`src/rtl/stb_pkg.sv`:
```
package stb_pkg;
  localparam int STB_W        = 8;
  localparam int POS_MSS      = 6;
  localparam int POS_ESB      = 5;
  localparam int POS_MAV      = 4;
  localparam int POS_FLT      = 3;
  localparam int POS_PSU      = 2;
  // Mask bits that may take part in the summary
  localparam logic [STB_W-1:0] MASK_KEEP =
    (STB_W'(1) << POS_ESB) | (STB_W'(1) << POS_MAV) | (STB_W'(1) << POS_FLT);
endpackage

```
`src/rtl/stb_mask_reg.sv`:
```
module stb_mask_reg
  import stb_pkg::*;
(
  input  logic             clk,
  input  logic             rst,
  input  logic             wr_i,
  input  logic [STB_W-1:0] wdata_i,
  output logic [STB_W-1:0] mask_o
);
  always_ff @(posedge clk) begin
    if (rst)       mask_o <= '0;
    else if (wr_i) mask_o <= wdata_i & MASK_KEEP;
  end
endmodule

```
`src/rtl/stb_assemble.sv`:
```
module stb_assemble
  import stb_pkg::*;
(
  input  logic             evt_i,
  input  logic             mav_i,
  input  logic             flt_i,
  input  logic             psu_i,
  input  logic [STB_W-1:0] mask_i,
  output logic [STB_W-1:0] byte_o,
  output logic             mss_o
);
  logic [STB_W-1:0] raw;
  always_comb begin
    raw          = '0;
    raw[POS_ESB] = evt_i;
    raw[POS_MAV] = mav_i;
    raw[POS_FLT] = flt_i;
    raw[POS_PSU] = psu_i;
    mss_o        = |(raw & mask_i & MASK_KEEP);
    byte_o       = raw;
    byte_o[POS_MSS] = mss_o;
  end
endmodule

```
`src/rtl/stb_rqs_track.sv`:
```
module stb_rqs_track
  import stb_pkg::*;
(
  input  logic             clk,
  input  logic             rst,
  input  logic             mss_next_i,
  input  logic             mss_cur_i,
  input  logic             poll_i,
  input  logic [STB_W-1:0] status_i,
  output logic             rqs_o,
  output logic [STB_W-1:0] poll_byte_o
);
  logic rise;
  assign rise = mss_next_i & ~mss_cur_i;

  always_ff @(posedge clk) begin
    if (rst) begin
      rqs_o       <= 1'b0;
      poll_byte_o <= '0;
    end else begin
      if (rise)        rqs_o <= 1'b1;
      else if (poll_i) rqs_o <= 1'b0;
      if (poll_i) begin
        poll_byte_o          <= status_i;
        poll_byte_o[POS_MSS] <= rqs_o;
      end
    end
  end
endmodule

```
`src/rtl/stb_service_unit.sv`:
```
module stb_service_unit
  import stb_pkg::*;
(
  input  logic             clk,
  input  logic             rst,
  input  logic             evt_sum_i,
  input  logic             msg_avail_i,
  input  logic             fault_i,
  input  logic             psu_fault_i,
  input  logic             mask_wr_i,
  input  logic [STB_W-1:0] mask_wdata_i,
  output logic [STB_W-1:0] mask_rdata_o,
  input  logic             poll_i,
  output logic [STB_W-1:0] status_o,
  output logic [STB_W-1:0] poll_byte_o,
  output logic             srq_o
);
  logic [STB_W-1:0] mask_q;
  logic [STB_W-1:0] status_next;
  logic             mss_next;

  stb_mask_reg u_mask (
    .clk(clk), .rst(rst), .wr_i(mask_wr_i),
    .wdata_i(mask_wdata_i), .mask_o(mask_q)
  );

  stb_assemble u_asm (
    .evt_i(evt_sum_i), .mav_i(msg_avail_i), .flt_i(fault_i),
    .psu_i(psu_fault_i), .mask_i(mask_q),
    .byte_o(status_next), .mss_o(mss_next)
  );

  always_ff @(posedge clk) begin
    if (rst) status_o <= '0;
    else     status_o <= status_next;
  end

  stb_rqs_track u_rqs (
    .clk(clk), .rst(rst), .mss_next_i(mss_next),
    .mss_cur_i(status_o[POS_MSS]), .poll_i(poll_i),
    .status_i(status_o), .rqs_o(srq_o), .poll_byte_o(poll_byte_o)
  );

  assign mask_rdata_o = mask_q;
endmodule

```
`config.mk`:
```
export PLATFORM = sky130hd
export DESIGN_NAME = stb_service_unit
export DESIGN_NICKNAME = d
export VERILOG_FILES = /design/src/rtl/stb_pkg.sv /design/src/rtl/stb_mask_reg.sv /design/src/rtl/stb_assemble.sv /design/src/rtl/stb_rqs_track.sv /design/src/rtl/stb_service_unit.sv
export SDC_FILE = /design/constraint.sdc
export NUM_CORES = 1
export LEC_CHECK = 0
export ABC_CLOCK_PERIOD_IN_PS = 1150
export CORE_UTILIZATION = 29
export DETAILED_ROUTE_END_ITERATION = 12
export GPL_TIMING_DRIVEN = 0
export PLACE_DENSITY = 0.73
export RECOVER_POWER = 50
export SYNTH_ARGS = -nofsm -noshare
export SYNTH_HDL_FRONTEND = slang
export SYNTH_SLANG_ARGS = --single-unit
export TNS_END_PERCENT = 1
```
`constraint.sdc`:
```
create_clock -name clk -period 1.15 [get_ports clk]
set_clock_uncertainty 0.1 [all_clocks]
set_input_delay 0.23 -clock clk [delete_from_list [all_inputs] [get_ports clk]]
set_output_delay 0.23 -clock clk [all_outputs]
set_load 0.02 [all_outputs]
```
==> results of run 1 <==
-- metrics by stage --
step / worst slack, ns / util, % / setup TNS, ns / hold slack [ns]
floorplan: -0.0111 / - / -0.0111 / 0.202
global placement: -0.361 / 48.7 / -4.77 / 0.372
detailed placement: -0.395 / 48.7 / -4.97 / 0.386
CTS: -0.0595 / 47.0 / -0.107 / 0.203
global route: -0.0846 / 48.6 / -0.157 / 0.220
finish: -0.0310 / 48.6 / -0.0367 / 0.216
-- worst max-delay path by stage --
stage	end
after floorplan	u_rqs.rqs_o
after global placement	u_rqs.rqs_o
after detailed placement	u_rqs.rqs_o
after CTS	u_rqs.rqs_o
after global routing	u_rqs.rqs_o
final	u_rqs.rqs_o
-- cell usage in the layout, fill, tap and decap left out, types with 2 or more instances in the layout --
cell type        instances
nor2_1                  10
clkbuf_4                 3
dfxtp_2                  4
buf_2                    6
mux2i_1                  8
clkdlybuf4s50_1          8
nor2b_1                  4
conb_1                  11
buf_4                   19
dfxtp_1                 10
buf_6                    2
-- final cells by class --
type	instances	share of cell area [%]
Buffer	14	12.2
Clock buffer	4	4.28
Inverter	1	0.442
Multi-Input combinational cell	35	23.9
Sequential cell	14	33.6
Tap cell	25	3.69
Timing Repair Buffer	23	21.8
-- registers in the layout, summed over array words and instances (netlist names) --
name,count
status_o,5
u_mask.mask_o,3
u_rqs.rqs_o,1
u_rqs.poll_byte_o,5
-- logic make-up (layout without fill, tap and decap cells) --
family          after synthesis  after routing  share of synthesized area, %
simple gates                 14             14                          11.4
compound gates                2              2                          3.43
other cells                   1             11                         0.684
mux                           8              8                          14.6
buf+inv                      15             42                          18.7
flops                        14             14                          51.1
-- repair_timing --
item / 4_1_cts / 5_1_grt
resized for setup: 60 / 11
pin swaps: 2 / 2
gates cloned: 0 / 0
endpoints found under the setup margin: 24 / 11
endpoints found under the hold margin: 0 / 0
-- routing by layer --
metal  vias to the layer above  GRT usage, %  share of wire (%)
met3                         2          4.76                 11
met1                       177          13.1                 42
met4                         0          7.27                1.1
met5                         -             0                  0
met2                        27          16.9                 46
li1                        226             -                  -
-- critical path: stages, from the launching register on --
cell	delay, ns
dfxtp_2	0.33
a222oi_1	0.41
a2bb2oi_1	0.19
nor2_1	0.05
-- power by group through the flow --
stage / Clock (mW) / Combinational [mW] / Sequential [mW]
finish: 0.345 / 0.215 / 0.527
global placement: 0 / 0.226 / 0.537
global route: 0.388 / 0.232 / 0.531
floorplan: 0 / 0.109 / 0.564
CTS: 0.355 / 0.207 / 0.525
detailed placement: 0 / 0.229 / 0.537
==> impl_metrics.toml, run 1 <==
[status]
status = "complete, but fails checks"
violations = "negative setup slack"

[min_path]
hold_path.class = "in -> reg"
hold_path_depth = 2
min_to = "status_o[5]"
hold_start = "evt_sum_i"

[pwr]
power.density_nw_per_um2 = 1280
p_switching_mw = 0.276
swShare_pct = 25.4
ir_worst_vdd_v = 0.000782
intPower_mw = 0.811
p_seq_share_pct = 48.4
leakage_nw = 0.442
report.power.total_mw = 1.09
combPwrFrac_pct = 19.8
p_clk_share_pct = 31.7

[yosys]
syn_inst = 54
synth.top_cells.by_area = "dfxtp_1 (51%), buf_4 (16%), mux2i_1 (15%)"
yosysWarnings = 0
avgSynthCellArea_um2 = 10.1
synthArstFlopShare_pct = 0
synth_edf_count = 0
yosysSeqAreaShare_pct = 51.1
netlist.area_leader.share_pct = 51.1
synthDistinctLibCells = 11
yosys_most_used_dff = "dfxtp_1"
synth_most_common_cell = "dfxtp_1"
synth_common_cells = "dfxtp_1 (14), buf_4 (12), nor2_1 (10), mux2i_1 (8), nor2b_1 (4)"
synth.largest_area_cell = "dfxtp_1"
ys_seq_elements = 14
syn_area_um2 = 548

[setup_path]
crit_start = "u_mask.mask_o[5]"
cp_data_required_time_ns = 1.22
worst_r2r_startpoint = "u_mask.mask_o[5]"
worstSetupPathType = "reg -> reg"
reg2regPathDepth = 3
arrival_ns = 1.25
path_max_fanout = 3
reg2reg_slack_ns = -0.03
worstSetupEndpointType = "flop"
critPathLaunchType = "flop"
rr_endpoint = "u_rqs.rqs_o"

[clocking]
clock-sinks = 14
cts.path.max_buffers = 2
cts_setup_buffers = 0
hold_buffers = 0
clock-root-buffer = "clkbuf_4"
clk_pin_slew_ns = 0.08
numCtsBuffers = 3
cts_tree = "done"
htree_levels = 1
insertion_delay_ns = 0.28

[drt]
routed_wl_um = 977
drc = 0
first_pass_iters = 4
detail_route.wl_per_cell_um = 8.42
drt-vias-per-instance = 3.72
drt_iter0_markers = 5
num_vias = 432
postRouteAntennaNets = 0

[placement]
portBuffers = 23
placed_area_um2 = 850
gp_congestion = 0.668
place_inst = 112

[sta]
setup_ws_ns = -0.0310
fin_crit_sh_pct = 103
fin_crit_ns = 1.18
rsz0062_at_grt = "true"
fmax_mhz = 847
setup_viol = 2
hold_viol_final = 0
slew_violations = 0

[grt]
grt_antenna_before_repair = 0
grt_overflow = 0
grt_max_degree = 11
grt_pass1_wl_um = 1610
grt_usage_pct = 11.3
first_global_vias = 397

[floorplan]
start_util_pct = 31.4
fp.dieH_um = 45.5
io_pins = 41
dieArea_um2 = 2070
rows = 15
core-area_um2 = 1750
chipWidth_um = 45.5

[cells_and_area]
drive_above_1_share_pct = 39.6
finalNonFillerCells = 116
fin_nets = 108
fin_area_um2 = 848
multi_input_area_um2 = 203
area_delta_synth_final_pct = 54.8
n_antenna_cell = 0
regArea_um2 = 285
fill_cells = 195

[run]
maxCapViolCount = 0
Power figures use the tool's default switching activity.
==> inputs of run 2 (changes only) <==
--- a/config.mk
+++ b/config.mk
@@ -5,12 +5,14 @@
 export SDC_FILE = /design/constraint.sdc
 export NUM_CORES = 1
 export LEC_CHECK = 0
+export ABC_AREA = 1
 export ABC_CLOCK_PERIOD_IN_PS = 1150
 export CORE_UTILIZATION = 29
 export DETAILED_ROUTE_END_ITERATION = 12
 export GPL_TIMING_DRIVEN = 0
-export PLACE_DENSITY = 0.73
+export PLACE_DENSITY = 0.72
 export RECOVER_POWER = 50
+export SLEW_MARGIN = 5
 export SYNTH_ARGS = -nofsm -noshare
 export SYNTH_HDL_FRONTEND = slang
 export SYNTH_SLANG_ARGS = --single-unit
==> impl_metrics.toml, run 2 <==
[pwr]
leakage_nw = 0.473
power.density_nw_per_um2 = 1280
report.power.total_mw = 1.11
ir_worst_vdd_v = 0.000571

[setup_path]
critPathLaunchType = "flop"
rr_endpoint = "u_rqs.rqs_o"
path_max_fanout = 2
worstSetupEndpointType = "output pin"
worstSetupPathType = "reg -> out"
cp_data_required_time_ns = 0.82
reg2regPathDepth = 4
reg2reg_slack_ns = 0.36
worst_r2r_startpoint = "u_mask.mask_o[4]"
arrival_ns = 0.82

[placement]
dp_hpwl_um = 863
placed_area_um2 = 877
portBuffers = 24
gp_congestion = 0.690
place_inst = 132

[floorplan]
fp.dieH_um = 46.3
start_util_pct = 31.9
io_pins = 41
rows = 15
core-area_um2 = 1780
dieArea_um2 = 2140
chipWidth_um = 46.3

[yosys]
yosysWarnings = 0
avgSynthCellArea_um2 = 7.78
synth_common_cells = "nor2_1 (20), dfxtp_1 (14), buf_4 (12), inv_1 (8), o21ai_0 (8)"
synth.largest_area_cell = "dfxtp_1"
ys_seq_elements = 14
synth_edf_count = 0
syn_area_um2 = 568
synthDistinctLibCells = 10
netlist.area_leader.share_pct = 49.3
synth.top_cells.by_area = "dfxtp_1 (49%), buf_4 (16%), nor2_1 (13%)"
syn_inst = 73
synthArstFlopShare_pct = 0
yosys_most_used_dff = "dfxtp_1"
yosysSeqAreaShare_pct = 49.3
synth_most_common_cell = "nor2_1"

[cells_and_area]
reg_top3 = "status_o (5), u_rqs.poll_byte_o (5), u_mask.mask_o (3)"
area_delta_synth_final_pct = 52.6
layout_commonest_cell = "nor2_1"
finalNonFillerCells = 136
fin_area_um2 = 867
final_cell_mix = "nor2_1 (20), buf_4 (15), conb_1 (11), dfxtp_1 (11)"
drive_above_1_share_pct = 31.5
fin_nets = 128
n_antenna_cell = 0

[drt]
postRouteAntennaNets = 0
drc = 0
first_pass_iters = 4
detail_route.wl_per_cell_um = 7.63
drt-vias-per-instance = 3.76
num_vias = 511
routed_wl_um = 1040
drt_iter0_markers = 6

[min_path]
hold_path_depth = 2
min_to = "u_rqs.rqs_o"
hold_start = "u_rqs.rqs_o"
hold_path.class = "reg -> reg"

[clocking]
htree_levels = 1
clk_pin_slew_ns = 0.08
cts.path.max_buffers = 2
insertion_delay_ns = 0.27
cts_setup_buffers = 0
numCtsBuffers = 3
cts_tree = "done"
clock-sinks = 14
clock-root-buffer = "clkbuf_4"

[sta]
hold_viol_final = 0
setup_viol = 0
fin_crit_sh_pct = 99.9
fin_crit_ns = 1.15
fmax_mhz = 871
hold_ws_ns = 0.382
rsz0062_at_grt = "true"
fin_tns_setup_ns = 0
slew_violations = 0

[status]
status = "finished, final reports clean"

[grt]
grt_antenna_before_repair = 0
grt_max_degree = 11
grt_pass1_wl_um = 1560
grt_usage_pct = 10.3
first_global_vias = 437
grt_overflow = 0

[run]
maxCapViolCount = 0
[run 2: power by group]
| group | internal, mW | switching (mW) | leakage, nW |
|---|---|---|---|
| registers | 0.518 | 0.0165 | 0.117 |
| clock network | 0.192 | 0.147 | 0.0210 |
| logic | 0.110 | 0.129 | 0.335 |
| total | 0.820 | 0.292 | 0.473 |
[run 2: routing by layer]
metal	vias to the layer above	GRT usage [%]	part of all wire [%]	routed length (um)
met5	-	0	0	0
met1	208	11.7	39	407
li1	275	-	-	-
met4	0	5.29	0	0
met2	28	17.7	50	517
met3	0	2.35	11	113
[run 2: how the worst max path moves through the flow]
stage,start,slack (ns),to
floorplan,u_mask.mask_o[5],0.29,u_rqs.rqs_o
global placement,rst,-0.18,u_rqs.rqs_o
detailed placement,rst,-0.20,u_mask.mask_o[4]
CTS,status_o[2],-0.05,status_o[2]
global route,rst,-0.03,u_mask.mask_o[4]
finish,status_o[6],0.002,status_o[6]
[run 2: kinds of logic (layout without fill, tap and decap cells)]
group | after synthesis | after routing | share of synthesized area, %
compound gates | 8 | 8 | 7.05
simple gates | 28 | 28 | 19.2
buf+inv | 22 | 50 | 23.8
other cells | 1 | 11 | 0.660
flops | 14 | 14 | 49.3
[run 2: timing repair]
action | in CTS | in global routing
gates resized for setup | 56 | 10
endpoints found under the setup margin | 14 | 6
hold buffers | 0 | 0
[run 2: area by class of cell]
class                   count  area [um^2]
clock buffers               4         36.3
multi-input cells          47          190
inverters                   9         33.8
flip-flops and latches     14          284
plain buffers              13          105
fillers                   195          916
well taps                  25         31.3
repair buffers             24          186
[run 2: worst max-delay path, cell delays in order (launching register included)]
cell	delay, ns
dfxtp_2	0.33
buf_6	0.10
buf_6	0.12
[run 2: stage by stage]
stage               utilization [%]  worst slack (ns)
floorplan                         -             0.287
global placement               49.2            -0.176
detailed placement             49.2            -0.204
CTS                            47.8           -0.0489
global route                   48.6           -0.0331
finish                         48.6           0.00158
